[src/rtl/ext_irq_pkg.sv]
package ext_irq_pkg;
  localparam int NUM_CH   = 2;
  localparam int REG_W    = 8;
  localparam int SENSE_W  = 2;
  localparam int EN_LSB   = 6;
  localparam int FLAG_LSB = 6;
  localparam int AUX_W    = 2;

  localparam logic ADDR_CTRL = 1'b0;
  localparam logic ADDR_FLAG = 1'b1;

  typedef enum logic [SENSE_W-1:0] {
    SENSE_LOW  = 2'b00,
    SENSE_ANY  = 2'b01,
    SENSE_FALL = 2'b10,
    SENSE_RISE = 2'b11
  } sense_e;
endpackage

[src/rtl/eirq_sync.sv]
module eirq_sync #(
  parameter int   STAGES  = 2,
  parameter logic RST_LVL = 1'b1
) (
  input  logic clk,
  input  logic rst_n,
  input  logic d_i,
  output logic q_o
);
  logic [STAGES-1:0] sh_q;
  logic [STAGES-1:0] sh_d;

  always_comb begin
    sh_d = {sh_q[STAGES-2:0], d_i};
  end

  always_ff @(posedge clk or negedge rst_n) begin
    if (!rst_n) sh_q <= {STAGES{RST_LVL}};
    else        sh_q <= sh_d;
  end

  assign q_o = sh_q[STAGES-1];
endmodule

[src/rtl/eirq_detect.sv]
module eirq_detect
  import ext_irq_pkg::*;
#(
  parameter logic RST_LVL = 1'b1
) (
  input  logic               clk,
  input  logic               rst_n,
  input  logic               smp_i,
  input  logic [SENSE_W-1:0] mode_i,
  output logic               event_o,
  output logic               lvl_mode_o
);
  logic prev_q;
  logic prev_d;
  logic rise, fall;

  always_comb begin
    prev_d = smp_i;
  end

  always_ff @(posedge clk or negedge rst_n) begin
    if (!rst_n) prev_q <= RST_LVL;
    else        prev_q <= prev_d;
  end

  assign rise = smp_i & ~prev_q;
  assign fall = ~smp_i & prev_q;

  always_comb begin
    case (mode_i)
      SENSE_ANY:  event_o = rise | fall;
      SENSE_FALL: event_o = fall;
      SENSE_RISE: event_o = rise;
      default:    event_o = 1'b0;
    endcase
  end

  assign lvl_mode_o = (mode_i == SENSE_LOW);
endmodule

[src/rtl/eirq_flag.sv]
module eirq_flag (
  input  logic clk,
  input  logic rst_n,
  input  logic set_i,
  input  logic clr_i,
  input  logic force_clr_i,
  output logic flag_o
);
  logic flag_q, flag_d, flag_en;

  assign flag_en = set_i | clr_i | force_clr_i;

  always_comb begin
    flag_d = flag_q;
    if (force_clr_i)  flag_d = 1'b0;
    else if (set_i)   flag_d = 1'b1;
    else if (clr_i)   flag_d = 1'b0;
  end

  always_ff @(posedge clk or negedge rst_n) begin
    if (!rst_n)       flag_q <= 1'b0;
    else if (flag_en) flag_q <= flag_d;
  end

  assign flag_o = flag_q;
endmodule

[src/rtl/ext_irq_ctrl.sv]
module ext_irq_ctrl
  import ext_irq_pkg::*;
#(
  parameter int   SYNC_STAGES = 2,
  parameter logic PIN_IDLE    = 1'b1
) (
  input  logic                      clk,
  input  logic                      rst_n,
  input  logic [NUM_CH-1:0]         pin_i,
  input  logic [NUM_CH*SENSE_W-1:0] sense_mode_i,
  input  logic                      gie_i,
  input  logic                      ack_i,
  input  logic                      reg_we_i,
  input  logic                      reg_addr_i,
  input  logic [REG_W-1:0]          reg_wdata_i,
  output logic [REG_W-1:0]          reg_rdata_o,
  output logic [NUM_CH-1:0]         chan_req_o,
  output logic                      irq_pend_o,
  output logic                      irq_vec_o
);
  logic [NUM_CH-1:0] smp, ev, lvl, flag_q, w1c, ack_clr, src;
  logic [NUM_CH-1:0] en_q, en_d;
  logic [AUX_W-1:0]  aux_q, aux_d;
  logic              wr_ctrl, wr_flag, ctrl_en;
  logic              unused_wdata;

  assign unused_wdata = ^reg_wdata_i[EN_LSB-1:AUX_W];

  assign wr_ctrl = reg_we_i & (reg_addr_i == ADDR_CTRL);
  assign wr_flag = reg_we_i & (reg_addr_i == ADDR_FLAG);
  assign ctrl_en = wr_ctrl;

  always_comb begin
    en_d  = en_q;
    aux_d = aux_q;
    if (wr_ctrl) begin
      en_d  = reg_wdata_i[EN_LSB +: NUM_CH];
      aux_d = reg_wdata_i[AUX_W-1:0];
    end
  end

  always_ff @(posedge clk or negedge rst_n) begin
    if (!rst_n) begin
      en_q  <= '0;
      aux_q <= '0;
    end else if (ctrl_en) begin
      en_q  <= en_d;
      aux_q <= aux_d;
    end
  end

  for (genvar i = 0; i < NUM_CH; i++) begin : g_ch
    eirq_sync #(.STAGES(SYNC_STAGES), .RST_LVL(PIN_IDLE)) u_sync (
      .clk(clk), .rst_n(rst_n), .d_i(pin_i[i]), .q_o(smp[i])
    );
    eirq_detect #(.RST_LVL(PIN_IDLE)) u_det (
      .clk(clk), .rst_n(rst_n), .smp_i(smp[i]),
      .mode_i(sense_mode_i[i*SENSE_W +: SENSE_W]),
      .event_o(ev[i]), .lvl_mode_o(lvl[i])
    );
    assign w1c[i]     = wr_flag & reg_wdata_i[FLAG_LSB+i];
    assign ack_clr[i] = ack_i & irq_pend_o & (irq_vec_o == i[0]);
    eirq_flag u_flag (
      .clk(clk), .rst_n(rst_n), .set_i(ev[i]), .clr_i(w1c[i] | ack_clr[i]),
      .force_clr_i(lvl[i]), .flag_o(flag_q[i])
    );
    assign src[i] = lvl[i] ? ~smp[i] : flag_q[i];
  end

  assign chan_req_o = src & en_q & {NUM_CH{gie_i}};
  assign irq_pend_o = |chan_req_o;
  assign irq_vec_o  = ~chan_req_o[0] & chan_req_o[1];

  always_comb begin
    reg_rdata_o = '0;
    if (reg_addr_i == ADDR_CTRL) begin
      reg_rdata_o[EN_LSB +: NUM_CH] = en_q;
      reg_rdata_o[AUX_W-1:0]        = aux_q;
    end else begin
      reg_rdata_o[FLAG_LSB +: NUM_CH] = flag_q & ~lvl;
    end
  end
endmodule

[config.mk]
export PLATFORM = sky130hd
export DESIGN_NAME = ext_irq_ctrl
export DESIGN_NICKNAME = d
export VERILOG_FILES = /design/src/rtl/ext_irq_pkg.sv /design/src/rtl/eirq_sync.sv /design/src/rtl/eirq_detect.sv /design/src/rtl/eirq_flag.sv /design/src/rtl/ext_irq_ctrl.sv
export SDC_FILE = /design/constraint.sdc
export NUM_CORES = 1
export LEC_CHECK = 0
export BUFFER_PORTS_ARGS = -buffer_cell sky130_fd_sc_hd__buf_4
export CORE_UTILIZATION = 45
export DETAILED_ROUTE_END_ITERATION = 7
export GPL_ROUTABILITY_DRIVEN = 0
export PLACE_DENSITY = 0.77
export SETUP_SLACK_MARGIN = 0.4
export SYNTH_ARGS = -nofsm -noshare
export SYNTH_HDL_FRONTEND = slang
export SYNTH_HIERARCHICAL = 1
export SYNTH_SLANG_ARGS = --single-unit
export TNS_END_PERCENT = 10
[constraint.sdc]
create_clock -name clk -period 3.4 [get_ports clk]
set_input_delay 0.17 -clock clk [delete_from_list [all_inputs] [get_ports clk]]
set_output_delay 0.17 -clock clk [all_outputs]
set_load 0.05 [all_outputs]
======== Word level (Yosys, flattened, before mapping) ========
Index checks and enable logic that the tools add are counted.
word-level totals
  input bits .............................. 20
  logic and storage cells ................. 64
  output and inout port bits .............. 12
  register bits ........................... 12
cells by class
  equal/unequal tests ..................... 6
  reductions and logical operators ........ 7
  multiplexer cells ....................... 12
  bitwise gates (word level) .............. 31
operators with widths
  kind                                                  count
  bitwise AND 1 bit                                     12
  equality test 2 bit (second input constant)           4
  two-way mux 1 bit                                     8
  OR 1 bit                                              8
  inverter 1 bit                                        7
  bitwise AND 2 bit                                     3
  case mux 1 bit (3 select lines)                       2
  nonzero test 3 bit                                    2
  equality test 2 x 1 -> 1 bit (second input constant)  2
  logical NOT 2 bit                                     2
  two-way mux 2 bit                                     2
  AND reduction 2 bit                                   2
  inverter 2 bit                                        1
  OR reduction 2 bit                                    1

======== Depth between registers and ports, before layout ========
Gate-level depths: netlist of the first run.
  depth in word-level cells ............... 12
  depth in mapped cells ................... 6
  depth with buffers taken out ............ 6

======== By module ========
The synthesis of the first run kept the hierarchy.
by module, submodules not included
  module        cells an instance  area an instance (sq um)  sequential area each (sq um)  times used
  ext_irq_ctrl  34                 329.1                     100.1                         1
  eirq_detect   9                  88.8                      26.3                          2
  eirq_sync     2                  52.6                      52.6                          2
  eirq_flag     4                  43.8                      25.0                          2

======== Worst setup path after synthesis of the first run ========
OpenSTA, ideal clock, no wires.
  path type ............................... input port to output port
  start ................................... input sense_mode_i[1]
  end ..................................... output irq_pend_o
  arrival ................................. 1,618 ps
  slack ................................... 1,612 ps
  data required time ...................... 3,230 ps
  cell stages on the path ................. 4
  buffers on the path ..................... 0
  path through ............................ nor2_1 > nor2_1 > a211oi_4 > nand2b_1
between the ends
  longest elaborated chain between the ends .. 5
ends and longest elaborated chain
  item                             RTL line            text
  from (decl)                      ext_irq_ctrl.sv:10  input logic [NUM_CH*SENSE_W-1:0] sense_mode_i,
  logical NOT 2 bit                eirq_detect.sv:38   assign lvl_mode_o = (mode_i == SENSE_LOW);
  two-way mux 1 bit                ext_irq_ctrl.sv:67  assign src[i] = lvl[i] ? ~smp[i] : flag_q[i];
  bitwise AND 2 bit (2 in series)  ext_irq_ctrl.sv:70  assign chan_req_o = src & en_q & {NUM_CH{gie_i}};
  net chan_req_o[0]                ext_irq_ctrl.sv:17  output logic [NUM_CH-1:0] chan_req_o,
  OR reduction 2 bit               ext_irq_ctrl.sv:71  assign irq_pend_o = |chan_req_o;
  to (decl)                        ext_irq_ctrl.sv:18  output logic irq_pend_o,
The timed path passes the listed nets, and every way through them passes these cells.

======== Worst setup path in the final report of the first run ========
  start ................................... register g_ch[1].u_sync.sh_q[1]
  end ..................................... output irq_pend_o
between the ends
  longest elaborated chain between the ends .. 5
ends and longest elaborated chain
  item                             RTL line            text
  from (decl)                      eirq_sync.sv:10     logic [STAGES-1:0] sh_q;
  from (signal assigned)           eirq_sync.sv:18     if (!rst_n) sh_q <= {STAGES{RST_LVL}};
  inverter 1 bit                   ext_irq_ctrl.sv:67
  two-way mux 1 bit                ext_irq_ctrl.sv:67
  bitwise AND 2 bit (2 in series)  ext_irq_ctrl.sv:70
  OR reduction 2 bit               ext_irq_ctrl.sv:71
No other way between the ends.

==> results of run 1 <==
-- power by group through the flow --
stage               Sequential (W)  Clock (W)  Combinational (W)
floorplan                 0.000169          0          0.0000937
detailed placement        0.000171          0           0.000131
CTS                       0.000169   0.000109           0.000132
global placement          0.000171          0           0.000128
finish                    0.000169   0.000106           0.000132
global route              0.000171   0.000116           0.000142
-- flip-flops by register name (all words and copies together), names as in the netlist --
name and count:
en_q 2, aux_q 2, g_ch.u_flag/flag_o 2, g_ch.u_sync/sh_q 4, g_ch.u_det/prev_q 2
-- final timing paths --
check	endpoint	slack, ns
setup reg to reg	g_ch[0].u_flag/flag_o$_DFFE_PN0P_	1.98
setup / recovery	irq_pend_o	1.78
max in group asynchronous	g_ch[1].u_det/prev_q$_DFF_PN1_	2.89
hold reg to reg	g_ch[1].u_sync/sh_q[1]$_DFF_PN1_	0.36
hold / removal	g_ch[0].u_sync/sh_q[0]$_DFF_PN1_	0.02
min in group asynchronous	aux_q[0]$_DFFE_PN0P_	0.28
-- critical path, cell delays in order (launching register included) --
cell and delay (ns):
dfstp_2 0.56, nor2b_1 0.05, o211ai_1 0.29, nand2b_1 0.09
buf_4 0.20
-- layout by cell type (no fill, tap or decap) --
cell,synthesis,layout
buf_4,4,23
inv_1,9,9
dfrtp_1,6,6
dfstp_2,6,6
nand2b_1,5,5
nor2_1,4,4
nor2b_1,4,4
conb_1,1,4
mux2i_1,4,4
ha_1,4,4
mux2_4,3,3
clkbuf_4,0,3
nand2_1,2,2
a21oi_2,2,2
dlygate4sd3_1,0,2
a211oi_4,1,1
o211ai_1,1,1
a32o_1,1,1
nand3_1,1,1
o31ai_1,1,1
mux2_2,1,1
nor2b_4,1,1
o21ai_1,1,1
nand3b_1,1,1
o21ai_0,1,1
clkbuf_8,0,1
-- logic make-up after synthesis --
logic type / after synthesis / share of synthesized area [%]
AOI/OAI and AO/OA: 8 / 10.4
adders and majority gates: 4 / 7.16
DFF: 12 / 44.0
other: 1 / 0.536
and+or+nand+nor: 18 / 15.0
buffers and inverters: 13 / 9.12
muxes: 8 / 13.8
-- metrics by stage --
| stage | setup slack (ns) | utilization [%] | std cells | cell area [um2] |
|---|---|---|---|---|
| 2_1_floorplan | 1.61 | - | 67 | 711 |
| 3_3_place_gp | 1.94 | 63.8 | 101 | 872 |
| 3_5_place_dp | 1.93 | 63.8 | 101 | 872 |
| 4_1_cts | 1.76 | 67.2 | 106 | 918 |
| 5_1_grt | 1.69 | 67.9 | 107 | 928 |
| 6_report | 1.78 | 67.9 | 107 | 928 |
-- layout make-up --
type                            instances  area [um2]  area share (%)
Timing Repair Buffer                   25         193            20.8
Sequential cell                        12         308            33.2
Multi-Input combinational cell         42         339            36.5
Tap cell                               15        18.8            2.02
Clock buffer                            4        36.3            3.91
Inverter                                9        33.8            3.64
-- Yosys cell counts --
master	count	area share, %
ha_1	4	7.2
mux2_2	1	1.6
dfstp_2	6	23
dfrtp_1	6	21
buf_4	4	4.3
nand2b_1	5	4.5
nor2b_4	1	2.0
inv_1	9	4.8
nand2_1	2	1.1
o211ai_1	1	1.1
o31ai_1	1	1.1
mux2_4	3	6.4
nor2b_1	4	3.6
o21ai_0	1	0.71
nand3_1	1	0.71
nor2_1	4	2.1
nand3b_1	1	1.1
a21oi_2	2	2.5
o21ai_1	1	0.71
mux2i_1	4	5.7
conb_1	1	0.54
a211oi_4	1	2.9
a32o_1	1	1.4
-- layer usage --
| layer | global-route usage, % | share of wire, % | up-vias | wire length, um |
|---|---|---|---|---|
| met2 | 29.1 | 51 | 25 | 598 |
| met3 | 2.17 | 7.5 | 2 | 88 |
| li1 | - | - | 257 | - |
| met4 | 5.81 | 0.34 | 0 | 4 |
| met5 | 0 | 0 | - | 0 |
| met1 | 16.8 | 41 | 242 | 483 |
==> impl_metrics.yaml, run 1 <==
clock_tree:
  cts_resized: 0
  path_clk_slew_ns: 0.07
  clock_tree.root_cell: "clkbuf_4"
  cts_sinks: 12
  cts_made_buffers: 3
  cts_buffer_depth: 2
  cts_tree: "built"
  post_cts_buffers: 0
  worstSkewPairLatency_ns: 0.26
  holdBufCountCts: 1
  h-tree-depth: 1
global_route:
  grt-ovfl-total: 0
  antenna_found_initial: 0
  grt_pass1_wl_mm: 2.09
  grt_pass1_vias: 570
  grt_start_max_net_pins: 13
  grt_usage_pct: 15.3
setup_path:
  cp-end-kind: "output port"
  crit_required_ns: 3.23
  reg2reg_from: "g_ch[0].u_sync/sh_q[1]$_DFF_PN1_"
  startpoint: "g_ch[1].u_sync/sh_q[1]$_DFF_PN1_"
  critPathLaunchType: "flip-flop"
  cp_max_fo: 4
  reg2reg_depth: 6
  path_class: "reg2out"
  arrival_ns: 1.45
sta:
  fin_crit_ns: 1.62
  fmax_mhz: 619
  slew_violations: 0
  rsz0062_at_grt: "no"
  holdWs_ns: 0.0175
  fin_crit_sh_pct: 47.5
  final.setup.tns_ns: 0
  hold_viol: 0
  skew_ns: 0.000749
  setup_violations: 0
pwr:
  pwr-share-seq_pct: 41.5
  power_switching_w: 0.000130
  p_per_area_mw_per_mm2: 439
  combPwrFrac_pct: 32.5
  switching_share_pct: 31.9
  power_w: 0.000408
  ir_drop_mv: 0.271
  p_int_w: 0.000278
  power_frac_clock_pct: 26.0
  leakagePower_nw: 0.478
floorplan:
  initial_core_util_pct: 51.2
  dieHeight_um: 41.4
  core_mm2: 0.00137
  rows: 13
  io_pins: 32
  die_x_um: 41.4
  dieArea_mm2: 0.00172
drt:
  drtAntennaViolNets: 0
  wl_mm: 1.17
  drc_errors: 0
  vias: 526
  drt_iter0_markers: 3
  vias_per_cell: 4.92
  firstDrtPassIters: 4
  wire_per_inst_um: 11.0
yosys:
  seq_area_frac_synth_pct: 44.0
  synth.avg_cell_area_um2: 10.9
  syn_inst: 64
  yosys_warnings: 6
  ys_seq_elements: 12
  synth.distinct_cells: 23
  syn_area_um2: 699
place:
  dp_hpwl_um: 943
  io_buffers: 23
layout:
  area_growth_pct: 32.7
  drive_above_1_share_pct: 44.6
  diodes: 0
  final_nets: 117
  nFillCells: 103
hold_path:
  hold_class: "in2reg"
  whs_path_depth: 1
  worstHoldStart: "pin_i[0]"
flow_run:
  drv_cap: 0
outcome:
  status: "complete, no violations"
Power figures use the tool's default switching activity.
==> inputs of run 2 (changes only) <==
--- a/config.mk
+++ b/config.mk
@@ -6,10 +6,10 @@
 export NUM_CORES = 1
 export LEC_CHECK = 0
 export BUFFER_PORTS_ARGS = -buffer_cell sky130_fd_sc_hd__buf_4
-export CORE_UTILIZATION = 45
+export CORE_UTILIZATION = 40
 export DETAILED_ROUTE_END_ITERATION = 7
 export GPL_ROUTABILITY_DRIVEN = 0
-export PLACE_DENSITY = 0.77
+export PLACE_DENSITY = 0.73
 export SETUP_SLACK_MARGIN = 0.4
 export SYNTH_ARGS = -nofsm -noshare
 export SYNTH_HDL_FRONTEND = slang
==> constraint.sdc (replaced) <==
create_clock -name clk -period 1.4 [get_ports clk]
set_input_delay 0.07 -clock clk [delete_from_list [all_inputs] [get_ports clk]]
set_output_delay 0.07 -clock clk [all_outputs]
set_load 0.05 [all_outputs]
==> run 2 against run 1 <==
Effect of this change: the flow now finishes with violations (DRC, setup timing); first-iteration DRC count increased to 2.7 times the previous value; cell count increased by 8.4%; critical path depth increased by 1; worst hold slack improved by 0.0080 ns; critical endpoint unchanged.
==> impl_metrics.yaml, run 2 (synthesis results as in run 1) <==
outcome:
  status: "finished, violations left"
  violations: "DRC, setup timing"
sta:
  fin_crit_ns: 1.52
  fmax_mhz: 657
  final.setup.tns_ns: -0.422
  slew_violations: 0
  fin_crit_sh_pct: 109
  layout_setup_ws_ns: -0.122
  rsz0062_at_grt: "yes"
  hold_viol: 0
  holdWs_ns: 0.0254
  skew_ns: 0.0105
  setup_violations: 4
drt:
  drc_errors: 1
  firstDrtPassIters: 6
  vias: 551
  wire_per_inst_um: 13.0
  wl_mm: 1.51
  vias_per_cell: 4.75
  drtAntennaViolNets: 0
  drt_iter0_markers: 8
global_route:
  grt_usage_pct: 17.4
  grt_pass1_vias: 569
  grt_start_max_net_pins: 13
  antenna_found_initial: 0
  grt_pass1_wl_mm: 2.31
  grt-ovfl-total: 0
pwr:
  p_per_area_mw_per_mm2: 1010
  ir_drop_mv: 0.882
  leakagePower_nw: 0.557
layout:
  top_register: "g_ch.u_sync/sh_q"
  nFillCells: 119
  area_growth_pct: 56.7
  diodes: 0
  drive_above_1_share_pct: 58.0
  final_cell_mix: "21 x buf_4, 9 x inv_1, 6 x dfrtp_1, 6 x dfstp_2, 5 x buf_6"
  instances_no_fill: 116
  final_nets: 125
  largest_reg_flops: 4
  final_common_cell: "buf_4"
  final_area_mm2: 0.00110
flow_run:
  drv_cap: 0
setup_path:
  path_class: "reg2out"
  crit_required_ns: 1.33
  arrival_ns: 1.45
  ff2ff_setup_slack_ns: -0.07
  r2r_end: "g_ch[1].u_flag/flag_o$_DFFE_PN0P_"
  cp_max_fo: 3
  cp-end-kind: "output port"
  reg2reg_from: "g_ch[1].u_sync/sh_q[1]$_DFF_PN1_"
  critPathLaunchType: "flip-flop"
  reg2reg_depth: 7
floorplan:
  io_pins: 32
  rows: 14
  dieArea_mm2: 0.00192
  core_mm2: 0.00158
  die_x_um: 43.8
  dieHeight_um: 43.8
  initial_core_util_pct: 44.4
clock_tree:
  cts_buffer_depth: 2
  path_clk_slew_ns: 0.09
  cts_tree: "built"
  clock_tree.root_cell: "clkbuf_4"
  h-tree-depth: 1
  worstSkewPairLatency_ns: 0.27
  cts_made_buffers: 3
  cts_sinks: 12
place:
  place_area_um2: 903
  io_buffers: 23
  dp_hpwl_mm: 1.06
  place_inst: 105
hold_path:
  hold_class: "in2reg"
  worstHoldStart: "reg_wdata_i[1]"
  whs_path_depth: 2
  whs_endpoint: "aux_q[1]$_DFFE_PN0P_"
==> run 2: cell count changes in the layout (fill, tap and decap cells not counted), sizes merged <==
cell         change
buf              +7
dlygate4sd3      +1
==> run 2: final cells by class <==
type	count	area [um2]	area share, %
clock buffer	4	36.3	3.31
inverter	9	33.8	3.08
multi-input combinational	42	394	36.0
sequential	12	308	28.1
tap	16	20.0	1.83
timing repair buffer	33	304	27.7
==> run 2: timing repair <==
item	4_1_cts	5_1_grt
pin swaps	4	3
endpoints found under the hold margin	14	0
hold buffers	3	0
resized for setup	20	4
cloned	0	0
setup buffers	4	0
endpoints found under the setup margin	10	10
==> run 2: worst max-delay path by stage <==
stage,start,end,slack [ns],depth (start not counted)
CTS,g_ch[1].u_sync/sh_q[1]$_DFF_PN1_,irq_pend_o,-0.09,5
global placement,g_ch[1].u_sync/sh_q[1]$_DFF_PN1_,g_ch[1].u_flag/flag_o$_DFFE_PN0P_,0.02,6
global route,g_ch[1].u_sync/sh_q[1]$_DFF_PN1_,irq_pend_o,-0.20,5
finish,g_ch[1].u_sync/sh_q[1]$_DFF_PN1_,irq_pend_o,-0.12,5
detailed placement,g_ch[0].u_sync/sh_q[1]$_DFF_PN1_,g_ch[0].u_flag/flag_o$_DFFE_PN0P_,-0.04,6
floorplan,g_ch[0].u_flag/flag_o$_DFFE_PN0P_,g_ch[1].u_flag/flag_o$_DFFE_PN0P_,-0.09,5
==> run 2: metal layers <==
layer	wire (um)	up-vias	global-route usage, %	share of wire [%]
met4	21	0	10.0	1.4
li1	-	270	-	-
met5	0	-	0	0
met3	62	2	4.17	4.1
met2	870	17	31.0	58
met1	557	262	18.4	37
==> run 2: stage by stage <==
stage	setup slack [ns]	power (W)	util (%)
2_1_floorplan	-0.0881	0.000641	-
6_report	-0.122	0.00110	69.5
4_1_cts	-0.0938	0.00109	68.3
3_3_place_gp	0.0237	0.000739	57.3
3_5_place_dp	-0.0390	0.000748	57.3
5_1_grt	-0.198	0.00115	69.5
==> run 2: power breakdown <==
part           internal [W]  switching (W)  total, W  leakage [nW]
Sequential         0.000388      0.0000226  0.000411         0.135
Clock              0.000158       0.000122  0.000280        0.0210
Combinational      0.000193       0.000219  0.000412         0.401
Total              0.000740       0.000363   0.00110         0.557
==> run 2: worst max-delay path, cell delays in order (launching register included) <==
cell      delay (ns)
dfstp_2         0.54
nor2b_1         0.04
o211ai_1        0.22
buf_4           0.19
nand2b_4        0.05
buf_8           0.14
